--- src/rtl/ssl_pkg.sv ---
package ssl_pkg;
  typedef enum logic [1:0] {
    CC_NONE  = 2'd0,
    CC_ONES  = 2'd1,
    CC_ZEROS = 2'd2,
    CC_MIXED = 2'd3
  } cc_e;
endpackage

--- src/rtl/ssl_operand_fmt.sv ---
module ssl_operand_fmt #(
  parameter int DATA_W = 32,
  parameter int LIT_W  = 18
) (
  input  logic              lit_mode,
  input  logic [DATA_W-1:0] mem_word,
  output logic [DATA_W-1:0] operand
);
  localparam int EXT_W = DATA_W - LIT_W;

  logic [LIT_W-1:0] lit_field;
  logic [EXT_W-1:0] ext_bits;

  assign lit_field = mem_word[LIT_W-1:0];
  assign ext_bits  = {EXT_W{lit_field[LIT_W-1]}};

  always_comb begin
    if (lit_mode) operand = {ext_bits, lit_field};
    else          operand = mem_word;
  end
endmodule

--- src/rtl/ssl_bit_merge.sv ---
module ssl_bit_merge #(
  parameter int W = 32
) (
  input  logic [W-1:0] base,
  input  logic [W-1:0] src,
  input  logic [W-1:0] mask,
  output logic [W-1:0] merged
);
  for (genvar i = 0; i < W; i++) begin : g_bit
    assign merged[i] = mask[i] ? src[i] : base[i];
  end
endmodule

--- src/rtl/ssl_classify.sv ---
module ssl_classify #(
  parameter int W = 32
) (
  input  logic [W-1:0] word,
  output logic [1:0]   code
);
  import ssl_pkg::*;
  logic all_ones, all_zeros;

  assign all_ones  = &word;
  assign all_zeros = ~|word;

  always_comb begin
    if (all_ones)       code = CC_ONES;
    else if (all_zeros) code = CC_ZEROS;
    else                code = CC_MIXED;
  end
endmodule

--- src/rtl/ssl_unit.sv ---
module ssl_unit #(
  parameter int DATA_W = 32,
  parameter int LIT_W  = 18
) (
  input  logic              clk,
  input  logic              rst_n,
  input  logic              op_start,
  input  logic              op_store,
  input  logic              cc_req,
  input  logic              lit_mode,
  input  logic [DATA_W-1:0] mem_word,
  input  logic [DATA_W-1:0] acc_a,
  input  logic [DATA_W-1:0] mask_b,
  output logic [DATA_W-1:0] acc_out,
  output logic [DATA_W-1:0] mem_out,
  output logic              mem_we,
  output logic [1:0]        cc_code,
  output logic              cc_valid
);
  // reset: asynchronous assert, synchronous release
  logic rst_meta, rst_sync_n;
  always_ff @(posedge clk or negedge rst_n) begin
    if (!rst_n) begin
      rst_meta   <= 1'b0;
      rst_sync_n <= 1'b0;
    end else begin
      rst_meta   <= 1'b1;
      rst_sync_n <= rst_meta;
    end
  end

  logic [DATA_W-1:0] ld_operand, ld_merged, st_merged, chk_word;
  logic [1:0]        class_code;

  ssl_operand_fmt #(.DATA_W(DATA_W), .LIT_W(LIT_W)) u_fmt (
    .lit_mode (lit_mode),
    .mem_word (mem_word),
    .operand  (ld_operand)
  );

  ssl_bit_merge #(.W(DATA_W)) u_ld_merge (
    .base   (acc_a),
    .src    (ld_operand),
    .mask   (mask_b),
    .merged (ld_merged)
  );

  ssl_bit_merge #(.W(DATA_W)) u_st_merge (
    .base   (mem_word),
    .src    (acc_a),
    .mask   (mask_b),
    .merged (st_merged)
  );

  assign chk_word = op_store ? st_merged : ld_merged;

  ssl_classify #(.W(DATA_W)) u_class (
    .word (chk_word),
    .code (class_code)
  );

  // next-state
  logic              acc_en, mem_en, cc_en;
  logic [DATA_W-1:0] acc_nxt, mem_nxt;
  logic              we_nxt, ccv_nxt;
  logic [1:0]        cc_nxt;

  always_comb begin
    acc_en  = op_start;
    mem_en  = op_start & op_store;
    cc_en   = op_start & cc_req;
    acc_nxt = op_store ? acc_a : ld_merged;
    mem_nxt = st_merged;
    cc_nxt  = class_code;
    we_nxt  = op_start & op_store;
    ccv_nxt = op_start & cc_req;
  end

  // registers
  always_ff @(posedge clk or negedge rst_sync_n) begin
    if (!rst_sync_n) begin
      acc_out  <= '0;
      mem_out  <= '0;
      cc_code  <= '0;
      mem_we   <= 1'b0;
      cc_valid <= 1'b0;
    end else begin
      if (acc_en) acc_out <= acc_nxt;
      if (mem_en) mem_out <= mem_nxt;
      if (cc_en)  cc_code <= cc_nxt;
      mem_we   <= we_nxt;
      cc_valid <= ccv_nxt;
    end
  end
endmodule

--- config.mk ---
export PLATFORM = sky130hd
export DESIGN_NAME = ssl_unit
export DESIGN_NICKNAME = d
export VERILOG_FILES = /design/src/rtl/ssl_pkg.sv /design/src/rtl/ssl_operand_fmt.sv /design/src/rtl/ssl_bit_merge.sv /design/src/rtl/ssl_classify.sv /design/src/rtl/ssl_unit.sv
export SDC_FILE = /design/constraint.sdc
export NUM_CORES = 1
export LEC_CHECK = 0
export BUFFER_PORTS_ARGS = -buffer_cell sky130_fd_sc_hd__clkbuf_2
export CAP_MARGIN = 5
export CORE_UTILIZATION = 50
export DETAILED_ROUTE_END_ITERATION = 6
export GPL_TIMING_DRIVEN = 0
export PLACE_DENSITY = 0.91
export SYNTH_ARGS = -nofsm -noshare
export SYNTH_HDL_FRONTEND = slang
export SYNTH_HIERARCHICAL = 1
export SYNTH_SLANG_ARGS = --single-unit
export TNS_END_PERCENT = 5
--- constraint.sdc ---
create_clock -name clk -period 4.2 [get_ports clk]
set_input_delay 0 -clock clk [delete_from_list [all_inputs] [get_ports clk]]
set_output_delay 0 -clock clk [all_outputs]
set_load 0.02 [all_outputs]
After elaboration in Yosys (flattened, before gate mapping)
Cells that the tools add are included.

Mux-type cells: 69. Reduce and logical (&&, ||, !) cells: 2. Bitwise logic cells: 2.

Operators with widths (count): $mux 32 (3); $mux 1 (65); $reduce_and 32->1 (1); $reduce_or 32->1 (1); $and 1x1->1 (2); $mux 2 (1).

Register bits after elaboration: 70. Output and inout port bits: 68. Bits of input ports: 102.

Depth between registers and ports, before layout
Gate-level depths: netlist of run 1.

Depth after elaboration: 6. Depth in mapped cells: 8. Depth with buffers taken out: 7.

Hierarchy
The synthesis of run 1 kept the hierarchy.

Modules (own cells, without submodules): ssl_unit (instances 1, area an instance 3384.5 um^2, cells an instance 254); ssl_bit_merge (instances 2, area an instance 480.5 um^2, cells an instance 32); ssl_operand_fmt (instances 1, area an instance 307.8 um^2, cells an instance 34); ssl_classify (instances 1, area an instance 141.4 um^2, cells an instance 22).

Worst setup path before layout of run 1
Ideal clock, no wire load.

Kind: in2reg. Start point: in lit_mode. End point: reg cc_code[0]. Buffers on the path: 1. Data required time: 4.075 ns. Setup time: 0.125 ns. Arrival: 1.780 ns. Stages: 8. Path slack: 2.295 ns. Path through: buf_6 -> mux2_2 -> mux2_4 -> mux2_2 -> nor4_1 -> nand4_1 -> or2_1 -> mux2_2.

Word-level cells in the longest chain between the ends: 6.

Ends and longest elaborated chain: start, declared (line ssl_unit.sv:10) `input logic lit_mode,`; $mux 32 (*) (line ssl_operand_fmt.sv:18) `if (lit_mode) operand = {ext_bits, lit_field};`; named net ld_operand[26] (line ssl_unit.sv:32) `logic [DATA_W-1:0] ld_operand, ld_merged, st_merged, chk_word;`; $mux 1 (*) (line ssl_bit_merge.sv:10) `assign merged[i] = mask[i] ? src[i] : base[i];`; named net ld_merged[26] (line ssl_unit.sv:32); $mux 32 (*) (line ssl_unit.sv:55) `assign chk_word = op_store ? st_merged : ld_merged;`; named net chk_word[26] (line ssl_unit.sv:32); $reduce_or 32->1 (line ssl_classify.sv:11) `assign all_zeros = ~|word;`; $mux 1 (line ssl_classify.sv:15) `else if (all_zeros) code = CC_ZEROS;`; $mux 2 (*) (line ssl_classify.sv:14) `if (all_ones) code = CC_ONES;`; named net cc_nxt[0] (line ssl_unit.sv:66) `logic [1:0] cc_nxt;`; end signal, assigned (line ssl_unit.sv:90) `if (cc_en) cc_code <= cc_nxt;`; end, declared (line ssl_unit.sv:17) `output logic [1:0] cc_code,`.

Mark *: on every way through the listed nets, which the timed path passes. The rest lies on a longest branch. A chain may end at the register's enable or synchronous reset.

Worst setup path in the final report of run 1
Start point: in mem_word[17]. End point: reg cc_code[0].

Word-level cells in the longest chain between the ends: 6.

Ends and longest elaborated chain: start, declared (line ssl_unit.sv:11) `input logic [DATA_W-1:0] mem_word,`; $mux 32 (*) (line ssl_operand_fmt.sv:18); named net ld_operand[27] (line ssl_unit.sv:32); $mux 1 (*) (line ssl_bit_merge.sv:10); named net ld_merged[27] (line ssl_unit.sv:32); $mux 32 (*) (line ssl_unit.sv:55); named net chk_word[27] (line ssl_unit.sv:32); $reduce_or 32->1 (line ssl_classify.sv:11); $mux 1 (line ssl_classify.sv:15); $mux 2 (*) (line ssl_classify.sv:14); named net cc_nxt[0] (line ssl_unit.sv:66).

Marked as above.

==> results of run 1 <==
==> synthesized netlist by cell type (all sizes together) <==
cell      n
a21oi    32
buf      36
clkbuf    1
conb      1
dfrtp    70
inv       2
mux2    144
mux2i    32
nand2     3
nand4    10
nor2     32
nor4     10
or2       1
==> area by class of cell <==
| class | instances | area, µm² | share of cell area (%) |
|---|---|---|---|
| Clock inverter | 3 | 45.0 | 0.739 |
| Tap cell | 129 | 161 | 2.65 |
| Timing Repair Buffer | 179 | 946 | 15.5 |
| Clock buffer | 12 | 145 | 2.38 |
| Buffer | 37 | 309 | 5.07 |
| Multi-Input combinational cell | 265 | 2730 | 44.7 |
| Inverter | 2 | 7.51 | 0.123 |
| Sequential cell | 70 | 1760 | 28.8 |
==> how the worst min path moves through the flow <==
stage | from | end | slack (ps) | cells after the start
after floorplan | rst_n | rst_meta$_DFF_PN0_ | -300 | 0
after global placement | rst_n | rst_meta$_DFF_PN0_ | -210 | 1
after detailed placement | rst_n | rst_meta$_DFF_PN0_ | -210 | 1
after CTS | acc_a[8] | acc_out[8]$_DFFE_PN0P_ | 0.4 | 3
after global routing | acc_a[3] | acc_out[3]$_DFFE_PN0P_ | 10 | 3
final | acc_a[20] | acc_out[20]$_DFFE_PN0P_ | 10 | 3
==> power by group through the flow <==
stage                     registers, W  clock network (W)  logic (W)
after floorplan               0.000945                  0   0.000329
after global placement        0.000840                  0   0.000648
after detailed placement      0.000848                  0   0.000670
after CTS                     0.000836           0.000550   0.000681
after global routing          0.000847           0.000583   0.000725
final                         0.000836           0.000539   0.000681
==> per-stage QoR <==
step	cell area, µm²	std cells	setup WS (ps)
finish	6100	697	1920
global route	6100	697	1830
CTS	6100	697	1940
detailed placement	5810	672	1600
global placement	5800	672	1260
floorplan	4790	374	2110
==> logic make-up after synthesis <==
group	synth area share [%]
compound gates	3.34
flops	36.5
simple gates	5.66
other cells	0.0782
buf+inv	6.60
mux	47.8
==> layer usage <==
layer	track usage, %	vias up	share of wire, %
met5	0	-	0
met4	8.71	0	1.5
met2	48.9	151	52
li1	-	1728	-
met3	4.94	23	5.8
met1	31.0	1872	41
==> flip-flops by register name, summed over array words and instances (netlist names) <==
register / count
rst_meta: 1
mem_out: 32
rst_sync_n: 1
mem_we: 1
cc_code: 2
acc_out: 32
cc_valid: 1
==> summary.txt, run 1 <==
Hold Crit Class: input port to flop
Max Cap Viol: 0
Largest net degree at the start of global routing: 69
Area grow syn2layout: 27.1%
Register area share after synthesis: 36.5%
Inserted Diodes: 0
Skew final: 9.64 ps
Final Util: 65.7%
Pint: 0.00139 W
Nets: 666
Pleak: 3.12 nW
Final Total Pwr: 0.00206 W
CP Max Fanout: 10
Critical-path cell list: clkbuf_2 -> clkbuf_1 -> mux2_2 -> mux2_4 -> mux2_2 -> nor4_1 -> nand4_1 -> or2_1 -> mux2_2
CP max stage cell: nor4_1
Number of routed nets with antenna violations: 0
Number of buffers created by CTS: 9
Die Y-Extent: 99.9 µm
Commonest non-fill, non-tap cell in the layout: clkbuf_2
Final max-slew violation count: 0
Register bit count reported by yosys: 70
Die width: 99.9 µm
# IOs: 170
Residual DRC count: 0
Combinational power share: 33.1%
Yosys cell types: 19
Top-area cell type share of the netlist area: 36.5%
R2R Path Start: rst_sync_n$_DFF_PN0_
Wire per inst: 18.6 µm
Synth Cell Area: 0.00479 mm²
Initial Util: 51.6%
Tmin final: 2280 ps
Worst path bufs/invs: 2
PD cells: 337 mW/mm²
Final setup vio count: 0
Hold Buf Count CTS: 10
CP Capture Point: cc_code[0]$_DFFE_PN0P_
Post-CTS Setup Inserts: 0
Clk_lat worst skew: 330 ps
Startpoint types: input port
Sw Share: 32.2%
Final HPWL DP: 9930 µm
Maximum vdd drop: 0.179 mV
Routability cong.: 0.785
CP top delay family: multiplexers
Fillers: 698
Fin Hold WS: 12.0 ps
Vias: 3774
R2R cell count: 0
Vias in the first global route: 4132
Most frequent cells in the layout: clkbuf_2 (169), mux2_4 (93), dfrtp_1 (69)
Worst Max-Slew Pin Slew: 919 ps
Layout cell share with drive strength beyond 1: 64.3%
Clock power share: 26.2%
Average size of a mapped cell: 12.8 µm²
DIE AREA: 0.00999 mm²
Post-CTS sizing: 0
Seq pwr share: 40.7%
Mapped Cells: 374
Rel. slew slack: 38.7%
Number of cells on the critical path: 9
Data required, critical path: 4410 ps
Tcrit/Tclk final: 54.2%
Overall Global Routing Usage: 26.5%
Mapped Nets: 476
CP Capture Type: flop
Unrepaired setup endpoints after global routing: false
Crit path kind: input port to flop
Final Hold Fails: 0
CP dominant cell by count: mux2_2
Setup TNS: 0 ps
Core ar.: 0.00928 mm²
CTS H-tree lvls: 3
Clock root cell: clkbuf_8
Worst-path clk slew: 80 ps
Pre-antenna DRT Iters: 4
Vias per inst: 5.41
Worst r2r dst: mem_out[16]$_DFFE_PN0P_
Synth top area cells: dfrtp_1 (37%), mux2_4 (29%), mux2_2 (12%)
Row count: 35
Max clock buf depth: 2
Yosys Warn Count: 6
Initial antenna violation count: 0
CP startpoint: mem_word[17]
Clock net sink count: 70
CP peak stage delay: 420 ps
CTS tree: yes
DR iter-0 viols: 112
R2R setup slack: 3130 ps
Remaining Overflow, GRT: 0
Fmax: 0.439 GHz
Crit path arrival time: 2480 ps
Port Buffers: 169
Switching pwr: 0.000662 W
Routed WL: 13000 µm
Outcome: finished clean
Synth area leader: dfrtp_1
Global-route wire length before repair: 20600 µm
Power figures use the tool's default switching activity.
==> inputs of run 2 (changes only) <==
ABC_AREA = 1   (was not set)
clock period = 2.18 ns   (was 4.2 ns; I/O delays follow)
==> run 2 against run 1 <==
Via count rose by 52%; core utilization rose by 4.8 points; total power rose by 95%; hold slack improved by 3.0 ps; global-route usage rose by 5.1 points; register-to-register slack got worse by 2000 ps; critical path type unchanged.
==> summary.txt, run 2 <==
Inserted Diodes: 0
Final Hold Fails: 0
Vias per inst: 5.02
Register bit count reported by yosys: 70
Maximum vdd drop: 0.363 mV
Footprint of the multi-input gates: 0.00234 mm²
Nets: 1113
Area grow syn2layout: 34.7%
CP top delay family: simple AND/OR/NAND/NOR gates
Fmax: 0.650 GHz
Startpoint of the lowest-slack hold path: mem_word[18]
Port Buffers: 168
Adder-cell share of the synthesized area: 0%
Remaining Overflow, GRT: 0
Final Util: 70.5%
Number of buffers created by CTS: 9
Biggest regs: acc_out: 32 flops, mem_out: 32 flops, cc_code: 2 flops
Synth Cell Area: 0.00490 mm²
CP Capture Type: flop
Skew final: 4.39 ps
Post-CTS sizing: 0
Die width: 101 µm
Clk_lat worst skew: 350 ps
Sequential cell area: 0.00176 mm²
Outcome: finished clean
Max clock buf depth: 2
# IOs: 170
Average size of a mapped cell: 6.26 µm²
Fin Hold WS: 15.0 ps
Startpoint types: input port
CP max stage cell: dlygate4sd3_1
Mapped Nets: 886
Final HPWL DP: 10600 µm
Pre-antenna DRT Iters: 5
Residual DRC count: 0
Largest net degree at the start of global routing: 69
Routed WL: 15600 µm
Most frequent cells in the layout: nand2_1 (357), clkbuf_2 (170), inv_1 (115)
Row count: 35
Tmin final: 1540 ps
Tcrit/Tclk final: 70.5%
Crit path arrival time: 1780 ps
Yosys cell types: 19
Die Y-Extent: 101 µm
CP dominant cell by count: nand2_1
Number of routed nets with antenna violations: 0
Unrepaired setup endpoints after global routing: false
Overall Global Routing Usage: 31.7%
Largest family of logic cells by synthesized area: simple AND/OR/NAND/NOR gates
Share of flip-flops with an asynchronous set or reset: 100%
DIE AREA: 0.0102 mm²
Worst Hold Path EP: mem_out[18]$_DFFE_PN0P_
Mapped Cells: 784
R2R cell count: 0
Rel. slew slack: 37.5%
Layout cell share with drive strength beyond 1: 24.6%
R2R Path Start: rst_sync_n$_DFF_PN0_
Routability cong.: 0.911
Worst Max-Slew Pin Slew: 937 ps
Cell depth of the worst hold path: 5
Top-area cell type share of the netlist area: 35.7%
Worst path bufs/invs: 3
Synth area leader: dfrtp_1
Max Cap Viol: 0
Clock root cell: clkbuf_8
Worst r2r dst: acc_out[14]$_DFFE_PN0P_
Worst-path clk slew: 80 ps
Hold Crit Class: input port to flop
Synth top area cells: dfrtp_1 (36%), nand2_1 (27%), nand3_1 (9.8%)
Post-synth top flop: dfrtp_1
R2R setup slack: 1090 ps
Final Total Pwr: 0.00401 W
Setup TNS: 0 ps
Initial antenna violation count: 0
Critical-path cell list: dlygate4sd3_1 -> clkbuf_2 -> nand2_1 -> nand2_1 -> inv_1 -> o21ai_0 -> nand2_1 -> nor2_1 -> nand2_1 -> nor2_1 -> nand2_1 -> nand2_1 -> nand2_1
Wire per inst: 13.7 µm
Pre-CTS WS: 651 ps
Global-route wire length before repair: 24900 µm
Final max-slew violation count: 0
PD cells: 607 mW/mm²
Final WS setup: 642 ps
Synth Area in Compound Gates: 8.06%
Simple-Gate Fraction of Synth Area: 39.5%
CP Max Fanout: 3
Final setup vio count: 0
Post-synthesis mux area share: 0%
DR iter-0 viols: 360
Post-synth EDFFs: 0
Initial Util: 52.3%
Cell with the most instances after synthesis: nand2_1
Post-Synth XOR/XNOR Area: 0%
Vias in the first global route: 5337
Yosys Warn Count: 6
CTS H-tree lvls: 3
Commonest non-fill, non-tap cell in the layout: nand2_1
Pleak: 3.98 nW
Post-CTS Setup Inserts: 0
Register area share after synthesis: 35.7%
Crit path kind: input port to flop
Data required, critical path: 2430 ps
Synth top cells by count: nand2_1 (357), inv_1 (115), nand3_1 (96), dfrtp_1 (70), o21ai_0 (39)
Core ar.: 0.00937 mm²
Clock net sink count: 70
CP peak stage delay: 540 ps
Vias: 5746
Fillers: 806
CTS tree: yes
## run 2: cell count changes in the layout (fill, tap and decap cells not counted), moves of 9 or more
cell           delta
o21ai_0          +39
mux2_4           -93
mux2i_1          -32
nor4_1            -9
nor2_1            -9
nand3_1          +96
a21oi_1          -32
dlygate4sd3_1    +38
mux2_2           -51
nand2_1         +355
inv_1           +113
o21ai_2          +20
nand4_1           -9
## run 2: how the worst max path moves through the flow
stage | cells after the start | from | end
floorplan | 0 | rst_sync_n$_DFF_PN0_ | acc_out[0]$_DFFE_PN0P_
detailed placement | 15 | mem_word[17] | cc_code[0]$_DFFE_PN0P_
finish | 13 | acc_a[23] | cc_code[1]$_DFFE_PN0P_
global route | 13 | mem_word[3] | cc_code[0]$_DFFE_PN0P_
global placement | 0 | rst_sync_n$_DFF_PN0_ | acc_out[16]$_DFFE_PN0P_
CTS | 13 | acc_a[18] | cc_code[1]$_DFFE_PN0P_
## run 2: tightest hold or removal path, delay by kind of cell
family,cells,cell delay [ps]
simple gates,2,110
buf+inv,2,160
compound gates,1,60
## run 2: cell families (layout without fill, tap and decap cells)
family,Yosys count,in the layout
flops,70,70
simple gates,481,481
other cells,1,1
buf+inv,168,400
compound gates,64,64
## run 2: repair_timing
item	in CTS	in global routing
hold buffers	48	0
hold endpoints to repair	48	0
setup endpoints to repair	0	0
## run 2: power by group
group	internal, W	total (W)	switching [W]
sequential	0.00146	0.00158	0.000119
combinational	0.000474	0.00124	0.000764
clock	0.000674	0.00119	0.000519
## run 2: metrics by stage
| step | cell area [µm²] | std cells |
|---|---|---|
| finish | 6610 | 1145 |
| CTS | 6610 | 1145 |
| global route | 6610 | 1145 |
| floorplan | 4900 | 784 |
| detailed placement | 5910 | 1081 |
| global placement | 5910 | 1081 |
## run 2: area by class of cell
cell class,instances,area share (%)
Inverter,117,6.65
Timing Repair Buffer,216,20.0
Buffer,51,5.70
Tap cell,129,2.44
Multi-Input combinational cell,546,35.4
Sequential cell,70,26.6
Clock inverter,4,1.06
Clock buffer,12,2.20
## run 2: per-layer routing
layer | share of wire, % | global-route usage [%] | vias up | wire length (µm)
met4 | 2.8 | 14.0 | 0 | 433
met2 | 47 | 53.5 | 331 | 7420
met1 | 40 | 38.6 | 2544 | 6340
met3 | 9.3 | 7.07 | 47 | 1460
met5 | 0 | 0 | - | 0
li1 | - | - | 2824 | -
==> inputs of run 3 (changes only) <==
CORE_UTILIZATION = 46   (was 50)
PLACE_DENSITY = 0.88   (was 0.91)
clock period = 1.3 ns   (was 2.18 ns; I/O delays follow)
==> run 3 against run 2 <==
Register-to-register slack worse by 870 ps; clock power up 39%; die area up 8.5%; total power up 60%; sequential share of layout area about the same; cell area about the same; combinational power up 70%; clock skew up 3.2 ps; critical path type unchanged.
==> summary.txt, run 3 (synthesized netlist as in run 2, its figures left out) <==
Area grow syn2layout: 34.6%
Outcome: finished clean
Vias per inst: 4.93
Biggest regs: acc_out: 32 flops, mem_out: 32 flops, cc_code: 2 flops
Inserted Diodes: 0
Nets: 1103
Crit path kind: input port to flop
# IOs: 170
Hold Crit Class: input port to flop
Vias in the first global route: 5605
Wire per inst: 13.9 µm
Die Y-Extent: 105 µm
Final Hold Fails: 0
Number of routed nets with antenna violations: 0
CP Capture Type: flop
Clock root cell: clkbuf_8
Commonest non-fill, non-tap cell in the layout: nand2_1
Number of buffers created by CTS: 9
Data required, critical path: 1540 ps
Unrepaired setup endpoints after global routing: true
CP Capture Point: cc_code[1]$_DFFE_PN0P_
CTS H-tree lvls: 3
Remaining Overflow, GRT: 0
Initial Util: 47.5%
Skew final: 7.60 ps
Fin Hold WS: 8.63 ps
Setup TNS: 0 ps
Max clock buf depth: 2
Final setup vio count: 0
Vias: 5632
Routed WL: 15900 µm
Routability cong.: 0.862
CP startpoint: mem_word[4]
Worst-path clk slew: 80 ps
Max Cap Viol: 0
Residual DRC count: 0
Clock net sink count: 70
Tmin final: 1250 ps
Pre-antenna DRT Iters: 5
PD cells: 970 mW/mm²
R2R setup slack: 220 ps
Worst r2r dst: acc_out[14]$_DFFE_PN0P_
Most frequent cells in the layout: nand2_1 (352), clkbuf_2 (159), inv_1 (110)
Crit path arrival time: 1490 ps
Largest net degree at the start of global routing: 69
Tcrit/Tclk final: 95.9%
DIE AREA: 0.0111 mm²
Die width: 105 µm
Clk_lat worst skew: 340 ps
R2R Path Start: rst_sync_n$_DFF_PN0_
CP Max Fanout: 2
DR iter-0 viols: 444
Overall Global Routing Usage: 29.8%
Port Buffers: 168
CTS tree: yes
Core ar.: 0.0103 mm²
Global-route wire length before repair: 26100 µm
Fmax: 0.802 GHz
Maximum vdd drop: 0.576 mV
Pleak: 3.99 nW
Fillers: 968
Rel. slew slack: 38.0%
Worst Max-Slew Pin Slew: 930 ps
Initial antenna violation count: 0
Row count: 37
Final HPWL DP: 11000 µm
R2R cell count: 0
Final max-slew violation count: 0
Layout cell share with drive strength beyond 1: 26.0%
Startpoint types: input port
run 3: changes by cell type in the layout (fill, tap and decap cells not counted), moves of 4 or more:
| cell | change |
|---|---|
| nand2_2 | +4 |
| dlygate4sd3_1 | -7 |
| o21ai_2 | +6 |
| dlymetal6s4s_1 | +7 |
| inv_2 | +4 |
| inv_1 | -5 |
| o21ai_0 | -14 |
| nor2_1 | -6 |
| o21ai_1 | +8 |
| clkbuf_2 | -11 |
| nand2_1 | -5 |
| nor2_2 | +6 |
run 3: worst min path at each step:
| stage | startpoint | to | cells past startpoint |
|---|---|---|---|
| floorplan | rst_n | rst_meta$_DFF_PN0_ | 0 |
| detailed placement | rst_n | rst_meta$_DFF_PN0_ | 1 |
| global route | mem_word[0] | mem_out[0]$_DFFE_PN0P_ | 5 |
| CTS | mem_word[19] | mem_out[19]$_DFFE_PN0P_ | 5 |
| global placement | rst_n | rst_meta$_DFF_PN0_ | 1 |
| finish | mem_word[13] | mem_out[13]$_DFFE_PN0P_ | 5 |
run 3: area by class of cell:
cell class | count | area [µm²] | area share [%]
buffer | 50 | 365 | 5.53
clock inverter | 3 | 18.8 | 0.284
multi-input combinational | 546 | 2390 | 36.2
inverter | 117 | 442 | 6.69
timing repair buffer | 207 | 1300 | 19.7
tap | 136 | 170 | 2.58
clock buffer | 13 | 159 | 2.41
sequential | 70 | 1760 | 26.6
run 3: layer usage:
metal / track usage, % / vias to the layer above / wire (µm)
met4: 11.4 / 0 / 303
met3: 5.07 / 24 / 1170
met1: 36.4 / 2530 / 6500
met5: 0 / - / 0
li1: - / 2806 / -
met2: 52.4 / 272 / 7950
run 3: repair_timing:
action,in CTS,in global routing
buffers inserted,0,2
hold buffers,50,1
endpoints found under the hold margin,50,1
endpoints found under the setup margin,0,2
gates resized for setup,0,45
run 3: critical path: stages:
cell           delay (ps)
clkbuf_2              100
dlygate4sd3_1         570
nand2_1                60
nand2_1                60
inv_1                  60
o21ai_2               120
nand2_1                60
nor2_1                110
nand2_1                90
nor2_1                100
nand2_1                60
nand2_1                60
nand2_1                40
run 3: through the flow:
step | util (%) | cell area, µm² | cells | power (W) | worst slack [ps]
3_3_place_gp | 57.3 | 5920 | 1088 | 0.00457 | -376
6_report | 63.9 | 6600 | 1142 | 0.00641 | 53.0
2_1_floorplan | - | 4910 | 784 | 0.00386 | 105
4_1_cts | 63.9 | 6600 | 1154 | 0.00640 | 10.6
3_5_place_dp | 57.3 | 5920 | 1088 | 0.00461 | -252
5_1_grt | 63.9 | 6600 | 1142 | 0.00679 | -12.4
run 3: where the power goes:
group / switching [W] / total (W) / internal, W
combinational: 0.00130 / 0.00211 / 0.000811
clock: 0.000851 / 0.00165 / 0.000797
sequential: 0.000206 / 0.00265 / 0.00244
total: 0.00236 / 0.00641 / 0.00405
